$ cat src/rtl/pwm_glb_pkg.sv
package pwm_glb_pkg;
  localparam int ADDR_W = 8;
  localparam int MAX_CH = 32;

  localparam logic [ADDR_W-1:0] OFF_MODE  = 8'h00;
  localparam logic [ADDR_W-1:0] OFF_RUN   = 8'h04;
  localparam logic [ADDR_W-1:0] OFF_STOP  = 8'h08;
  localparam logic [ADDR_W-1:0] OFF_STAT  = 8'h0C;
  localparam logic [ADDR_W-1:0] OFF_UNMSK = 8'h10;
  localparam logic [ADDR_W-1:0] OFF_MSK   = 8'h14;
  localparam logic [ADDR_W-1:0] OFF_MVIEW = 8'h18;
  localparam logic [ADDR_W-1:0] OFF_PEND  = 8'h1C;

  // set/clear update; the two strobes never arrive together, clear wins if they do
  function automatic logic [MAX_CH-1:0] w1sc_next(input logic [MAX_CH-1:0] q,
                                                  input logic [MAX_CH-1:0] set,
                                                  input logic [MAX_CH-1:0] clr);
    return (q | set) & ~clr;
  endfunction

  // pending update: an acknowledge wipes old bits, new events always land
  function automatic logic [MAX_CH-1:0] pend_next(input logic [MAX_CH-1:0] q,
                                                  input logic [MAX_CH-1:0] evt,
                                                  input logic ack);
    return (ack ? '0 : q) | evt;
  endfunction
endpackage

$ cat src/rtl/pwm_w1sc_bank.sv
module pwm_w1sc_bank #(
  parameter int N = 4
) (
  input  logic         clk,
  input  logic         rst_n,
  input  logic [N-1:0] set_i,
  input  logic [N-1:0] clr_i,
  output logic [N-1:0] q_o
);
  import pwm_glb_pkg::*;

  logic [N-1:0] q_d;

  always_comb begin
    q_d = N'(w1sc_next(MAX_CH'(q_o), MAX_CH'(set_i), MAX_CH'(clr_i)));
  end

  always_ff @(posedge clk or negedge rst_n) begin
    if (!rst_n) q_o <= '0;
    else        q_o <= q_d;
  end

  // also covers R5 when the bank holds the interrupt mask
  p_set_lands_r2: assert property (@(posedge clk) disable iff (!rst_n)
    (set_i != '0 && clr_i == '0) |=> ((q_o & $past(set_i)) == $past(set_i)));

  p_clr_lands_r3: assert property (@(posedge clk) disable iff (!rst_n)
    (clr_i != '0) |=> ((q_o & $past(clr_i)) == '0));

  p_idle_holds_r2: assert property (@(posedge clk) disable iff (!rst_n)
    (set_i == '0 && clr_i == '0) |=> $stable(q_o));
endmodule

$ cat src/rtl/pwm_evt_pend.sv
module pwm_evt_pend #(
  parameter int N = 4
) (
  input  logic         clk,
  input  logic         rst_n,
  input  logic [N-1:0] evt_i,
  input  logic         ack_i,
  output logic [N-1:0] pend_o
);
  import pwm_glb_pkg::*;

  logic [N-1:0] pend_d;

  always_comb begin
    pend_d = N'(pend_next(MAX_CH'(pend_o), MAX_CH'(evt_i), ack_i));
  end

  always_ff @(posedge clk or negedge rst_n) begin
    if (!rst_n) pend_o <= '0;
    else        pend_o <= pend_d;
  end

  p_evt_kept_r8: assert property (@(posedge clk) disable iff (!rst_n)
    (evt_i != '0) |=> ((pend_o & $past(evt_i)) == $past(evt_i)));

  p_ack_clears_r7: assert property (@(posedge clk) disable iff (!rst_n)
    (ack_i && evt_i == '0) |=> (pend_o == '0));

  p_sticky_r6: assert property (@(posedge clk) disable iff (!rst_n)
    (!ack_i) |=> ((pend_o & $past(pend_o)) == $past(pend_o)));
endmodule

$ cat src/rtl/pwm_glb_ctl.sv
module pwm_glb_ctl #(
  parameter int NCH = 4,
  parameter int DW  = 32
) (
  input  logic                            clk,
  input  logic                            rst_n,
  input  logic                            bus_wr,
  input  logic                            bus_rd,
  input  logic [pwm_glb_pkg::ADDR_W-1:0]  bus_addr,
  input  logic [DW-1:0]                   bus_wdata,
  output logic [DW-1:0]                   bus_rdata,
  input  logic [NCH-1:0]                  ch_evt,
  output logic [NCH-1:0]                  ch_en,
  output logic [DW-1:0]                   mode_word,
  output logic                            irq
);
  import pwm_glb_pkg::*;

  // named decode events, visible to the assertions
  logic wr_mode, wr_run, wr_stop, wr_unmsk, wr_msk, rd_pend_ack;
  logic [NCH-1:0] run_set, run_clr, msk_set, msk_clr;
  logic [NCH-1:0] unmasked, pend;
  logic [NCH-1:0] live_irq;
  logic [DW-1:0]  mode_q;

  assign wr_mode     = bus_wr && (bus_addr == OFF_MODE);
  assign wr_run      = bus_wr && (bus_addr == OFF_RUN);
  assign wr_stop     = bus_wr && (bus_addr == OFF_STOP);
  assign wr_unmsk    = bus_wr && (bus_addr == OFF_UNMSK);
  assign wr_msk      = bus_wr && (bus_addr == OFF_MSK);
  assign rd_pend_ack = bus_rd && (bus_addr == OFF_PEND);

  assign run_set = wr_run   ? bus_wdata[NCH-1:0] : '0;
  assign run_clr = wr_stop  ? bus_wdata[NCH-1:0] : '0;
  assign msk_set = wr_unmsk ? bus_wdata[NCH-1:0] : '0;
  assign msk_clr = wr_msk   ? bus_wdata[NCH-1:0] : '0;

  pwm_w1sc_bank #(.N(NCH)) u_run (
    .clk(clk), .rst_n(rst_n), .set_i(run_set), .clr_i(run_clr), .q_o(ch_en)
  );

  pwm_w1sc_bank #(.N(NCH)) u_mask (
    .clk(clk), .rst_n(rst_n), .set_i(msk_set), .clr_i(msk_clr), .q_o(unmasked)
  );

  pwm_evt_pend #(.N(NCH)) u_pend (
    .clk(clk), .rst_n(rst_n), .evt_i(ch_evt), .ack_i(rd_pend_ack), .pend_o(pend)
  );

  always_ff @(posedge clk or negedge rst_n) begin
    if (!rst_n)       mode_q <= '0;
    else if (wr_mode) mode_q <= bus_wdata;
  end
  assign mode_word = mode_q;

  assign live_irq = pend & unmasked;
  assign irq      = |live_irq;

  always_comb begin
    bus_rdata = '0;
    unique case (bus_addr)
      OFF_MODE:  bus_rdata = mode_q;
      OFF_STAT:  bus_rdata[NCH-1:0] = ch_en;
      OFF_MVIEW: bus_rdata[NCH-1:0] = unmasked;
      OFF_PEND:  bus_rdata[NCH-1:0] = pend;
      default:   bus_rdata = '0;
    endcase
  end

  p_stat_view_r4: assert property (@(posedge clk) disable iff (!rst_n)
    (bus_addr == OFF_STAT) |-> (bus_rdata == DW'(ch_en)));

  p_irq_cause_r9: assert property (@(posedge clk) disable iff (!rst_n)
    irq |-> (unmasked != '0 && pend != '0));

  p_mode_store_r10: assert property (@(posedge clk) disable iff (!rst_n)
    wr_mode |=> (mode_word == $past(bus_wdata)));

  p_ro_write_r11: assert property (@(posedge clk) disable iff (!rst_n)
    (bus_wr && bus_addr == OFF_STAT) |=> $stable(ch_en));
endmodule

$ cat config.mk
export PLATFORM = sky130hd
export DESIGN_NAME = pwm_glb_ctl
export DESIGN_NICKNAME = d
export VERILOG_FILES = /design/src/rtl/pwm_glb_pkg.sv /design/src/rtl/pwm_w1sc_bank.sv /design/src/rtl/pwm_evt_pend.sv /design/src/rtl/pwm_glb_ctl.sv
export SDC_FILE = /design/constraint.sdc
export NUM_CORES = 1
export LEC_CHECK = 0
export BUFFER_PORTS_ARGS = -buffer_cell sky130_fd_sc_hd__buf_4
export CORE_ASPECT_RATIO = 0.7
export CORE_MARGIN = 1.5
export CORE_UTILIZATION = 25
export CTS_CLUSTER_DIAMETER = 120
export CTS_CLUSTER_SIZE = 8
export DETAILED_ROUTE_END_ITERATION = 10
export GPL_TIMING_DRIVEN = 1
export PLACE_DENSITY = 0.56
export SLEW_MARGIN = 20
export SYNTH_ARGS = -nofsm -noshare
export SYNTH_HDL_FRONTEND = slang
export SYNTH_HIERARCHICAL = 1
export SYNTH_SLANG_ARGS = --single-unit
$ cat constraint.sdc
create_clock -name clk -period 2.3 [get_ports clk]
set_input_delay 0 -clock clk [delete_from_list [all_inputs] [get_ports clk]]
set_output_delay 0 -clock clk [all_outputs]
set_load 0.02 [all_outputs]
Word level (Yosys, flattened, before mapping). Index checks and enable logic that the tools add are counted.

Flip-flop bits (word level): 44. Input port bits: 48. Output and inout bits: 69. Word-level logic and storage cells: 34.

Equality and inequality tests: 7. Muxes and demuxes: 7. Bitwise gates (word level): 8. Reduce and logical (&&, ||, !) cells: 8.

Operators by type and width (count): == test 8 x 5 -> 1 bit, second input constant (4); 2-to-1 mux 28 bit (1); 2-to-1 mux 4 bit (5); == test 8 x 4 -> 1 bit, second input constant (2); one-hot mux 4 bit (4 select lines) (1); bitwise AND 4 bit (3); OR 4 bit (3); == test 8 x 3 -> 1 bit, second input constant (1); logical NOT 8 bit (1); NOT 4 bit (2); logical AND 1 bit (6); OR reduction 4 bit (1).

Longest topological paths before layout.
Depth after elaboration: 5. Mapped depth: 5. Depth with buffers taken out: 4.

Hierarchy. Netlist, hierarchy kept.

By module, submodules not included: pwm_glb_ctl (times used 1, cells an instance 157, area an instance 1888.1 µm², seq. area each 800.8 µm²); pwm_w1sc_bank (times used 2, cells an instance 8, area an instance 140.1 µm², seq. area each 100.1 µm²); pwm_evt_pend (times used 1, cells an instance 9, area an instance 133.9 µm², seq. area each 100.1 µm²).

Worst setup path before layout. Ideal clock, no wire load.

Path type: input -> register. From: in bus_addr[1] (netlist bit). To: reg mode_q[0], in the netlist mode_word[0]. Library setup time: 125 ps. Arrival time: 1591 ps. Data required time: 2175 ps. Slack: 584 ps. Stages: 5. Path buffers: 2. Path through: or4_1 > or4_1 > buf_6 > buf_8 > mux2_4.

Cells in the longest elaborated chain, start to end: 2.

RTL lines: start, declared (line pwm_glb_ctl.sv:9) `input logic [pwm_glb_pkg::ADDR_W-1:0] bus_addr,`; logical NOT 8 bit (line pwm_glb_ctl.sv:26) `assign wr_mode = bus_wr && (bus_addr == OFF_MODE);`; logical AND 1 bit (line pwm_glb_ctl.sv:26); end signal, assigned (line pwm_glb_ctl.sv:52) `else if (wr_mode) mode_q <= bus_wdata;`; end, declared (line pwm_glb_ctl.sv:24) `logic [DW-1:0] mode_q;`.

No other way between the ends. A chain may end at the register's enable or synchronous reset.

Worst setup path after layout.
From: in bus_addr[1] (netlist bit). To: reg mode_q[16], in the netlist mode_word[16].

The elaborated chain is that of the path after synthesis.

==> qor.log <==
qor: worst_setup_path.critPathKind in2reg
qor: global_route.grt_pass1_wl 10.8 mm
qor: logic_synthesis.post_synth.cell_area_avg 12.6 µm²
qor: pwr.static_power_due_to_leakage 2.12 nW
qor: timing.holdWs 0.206 ns
qor: timing.worst_slew_pin_slew 0.601 ns
qor: finish.layout.nets 388
qor: logic_synthesis.synth-compound-area-share 0.0543
qor: finish.layout.cells.most_common sky130_fd_sc_hd__buf_4
qor: worst_setup_path.reg2regPathDepth 1
qor: timing.fmax 0.563 GHz
qor: worst_setup_path.r2r_end mode_word[2]
qor: timing.final_setup_slack_of_the_worst_path 0.523 ns
qor: status.run_status finished, final reports clean
qor: floorplanning.placementRows 29
qor: route.vias 2,053
qor: pwr.power.total 1.96 mW
qor: route.drt_first_pass_iters 4
qor: clock_network.number_of_buffers_added_by_the_clock_tree_synthesis_step 5
qor: floorplanning.floorplan.die.width 118 µm
qor: global_route.first_global_vias 1,990
qor: logic_synthesis.synth_mux_area_frac 0.225
qor: place.placement.io_buffers 116
qor: logic_synthesis.synth_ff_type sky130_fd_sc_hd__dfrtp_1
qor: clock_network.clock_latency 0.28 ns
qor: place.place_worst_setup_slack 0.215 ns
qor: logic_synthesis.ys_warn_count 6
qor: floorplanning.initial_utilization 0.256
qor: logic_synthesis.synth-simple-area-share 0.205
qor: timing.rsz0062_at_grt false
qor: worst_setup_path.cp_max_fo 22
qor: finish.num_antenna_cells 0
qor: place.gpl.final_weighted_congestion 0.712
qor: floorplanning.top_level_ports 117
qor: min_path.worst_hold_path.num_cells 4
qor: worst_setup_path.ff2ff_setup_slack 1.51 ns
qor: worst_setup_path.worstPathRequired 2.47 ns
qor: logic_synthesis.netlist_instances 182
qor: clock_network.post_cts_resize_count 0
qor: global_route.grt_max_degree 45
qor: timing.timing.final.max_slew_violations 0
qor: route.via_per_inst 4.42
qor: worst_setup_path.regToRegStartpoint mode_word[2]
qor: pwr.power.density 508 nW/µm²
qor: worst_setup_path.start_kind primary input
qor: place.post_dp_cell_area 3330 µm²
qor: logic_synthesis.synth_seq_cells 44
qor: global_route.grt_use_total 0.139
qor: clock_network.htreeDepth 2
qor: logic_synthesis.sequential_cell_area_fraction_in_the_yosys_report 0.478
qor: logic_synthesis.synth.cell_area 2300 µm²
qor: logic_synthesis.postSynth.asyncResetShare 1.00
qor: finish.nFillCells 884
qor: timing.hold_viol_final 0
qor: finish.layout-area-overhead-vs-synth 67.7%
qor: timing.final.min_clock_period 1.78 ns
qor: floorplanning.core_region_area 9000 µm²
qor: logic_synthesis.synthDistinctLibCells 26
qor: min_path.timing.hold.worst.class in2reg
qor: clock_network.cts_tree yes
qor: logic_synthesis.synth_top_family_by_area multiplexers
qor: route.drt_first_iter_violations 90
qor: logic_synthesis.postSynthNetCount 230
qor: global_route.grt.overflow.total 0
qor: route.drt.antenna.violating_nets 0
qor: clock_network.max-clock-path-buffers 2
qor: min_path.min_to u_pend/pend_o[2]
qor: finish.layout.cells.non_filler 465
qor: timing.final.period_utilization 0.773
qor: min_path.min-delay-start bus_rd
qor: timing.max_slew_margin 0.599
qor: clock_network.clock_sinks 44
qor: floorplanning.die_area 9800 µm²
qor: logic_synthesis.adder_cell_share_of_the_synthesized_area 0
qor: finish.finish.instance_area 3860 µm²
qor: worst_setup_path.timing.critical_path.arrival 1.94 ns
qor: pwr.worst_ir_drop_vdd 0.233 mV
qor: route.wl_per_cell 14.5 µm
qor: route.remaining_drc_errors 0
qor: global_route.antenna_found_initial 0
qor: floorplanning.die_height 83.3 µm
qor: route.wl 6.75 mm
qor: logic_synthesis.yosys.area_share.xor_xnor 0
qor: timing.finalClockSkew 0 ns
qor: finish.layout_common_cells sky130_fd_sc_hd__buf_4 (125), sky130_fd_sc_hd__dfrtp_1 (44), sky130_fd_sc_hd__dlygate4sd3_1 (37)
qor: finish.drive_gt1_frac 0.510
qor: clock_network.cts_post_setup_buffers_inserted 0
qor: timing.finalSetupViolations 0
qor: logic_synthesis.synth-edff-count 0
qor: place.place.detailed.hpwl 4.70 mm
qor: worst_setup_path.endpoint_kind flip-flop
qor: clock_network.clkTransAtPathRegs 0.07 ns
qor: clock_network.clock_tree.root_cell sky130_fd_sc_hd__clkbuf_16
qor: place.placed_cells 420
qor: finish.postLayoutCoreUtil 0.429
qor: timing.setup_tns 0 ns
qor: worst_setup_path.crit_start bus_addr[1]
qor: job.maxCapViolations 0
==> cell type report <==
class                   count  area (µm²)  area share
repair buffers            162        1310       0.339
well taps                 124         155      0.0402
multi-input cells         126        1130       0.292
inverters                   1        3.75    0.000972
clock buffers               6         129      0.0334
flip-flops and latches     44        1100       0.285
clock inverters             2        35.0     0.00907
==> cells by family (layout without fill, tap and decap cells) <==
logic type,Yosys count,count (layout)
buf+inv,12,171
compound gates,14,14
flops,44,44
simple gates,76,76
mux,36,36
==> routing by layer <==
metal / up-vias / share of wire / GRT usage
met5: - / 0 / 0
met4: 0 / 0.0087 / 0.0333
li1: 983 / - / -
met3: 7 / 0.056 / 0.0364
met1: 994 / 0.49 / 0.199
met2: 69 / 0.44 / 0.209
==> state kept, by name, indices dropped and copies added (netlist names) <==
signal and count:
mode_word 32, u_mask/q_o 4, u_pend/pend_o 4, u_run/q_o 4
==> worst max-delay path by stage <==
stage / to / slack, ns
global route: mode_word[29] / 0.48
detailed placement: mode_word[4] / 0.21
global placement: mode_word[13] / 0.25
CTS: mode_word[25] / 0.52
finish: mode_word[16] / 0.52
floorplan: mode_word[0] / 0.58
==> synth_stat cells, types with 2 or more instances <==
library cell / count / area (µm²)
sky130_fd_sc_hd__dfrtp_1: 44 / 1100
sky130_fd_sc_hd__nor4_1: 3 / 18.8
sky130_fd_sc_hd__mux2_4: 30 / 450
sky130_fd_sc_hd__and3_1: 28 / 175
sky130_fd_sc_hd__nand4_1: 4 / 25.0
sky130_fd_sc_hd__nor3_1: 2 / 10.0
sky130_fd_sc_hd__buf_8: 3 / 45.0
sky130_fd_sc_hd__or4_1: 2 / 15.0
sky130_fd_sc_hd__and2_1: 16 / 100
sky130_fd_sc_hd__mux2_2: 6 / 67.6
sky130_fd_sc_hd__a22oi_1: 2 / 15.0
sky130_fd_sc_hd__nand3_1: 12 / 60.1
sky130_fd_sc_hd__a21o_1: 4 / 30.0
sky130_fd_sc_hd__clkbuf_1: 7 / 26.3
sky130_fd_sc_hd__o21ba_1: 8 / 80.1
==> critical path, cell delays in order <==
cell and delay (ns):
sky130_fd_sc_hd__buf_4 0.12, sky130_fd_sc_hd__or4_1 0.55, sky130_fd_sc_hd__or4_2 0.64, sky130_fd_sc_hd__buf_4 0.28, sky130_fd_sc_hd__mux2_4 0.33
==> where the power goes <==
| group | internal, mW | switching, mW | total, mW |
|---|---|---|---|
| clock | 0.511 | 0.294 | 0.805 |
| sequential | 0.808 | 0.0282 | 0.836 |
| combinational | 0.186 | 0.132 | 0.319 |
| total | 1.51 | 0.455 | 1.96 |
==> repair_timing <==
item	4_1_cts	5_1_grt
hold endpoints to repair	80	0
hold buffers	37	0
setup endpoints to repair	0	0
(Power assumes the default switching activity.)
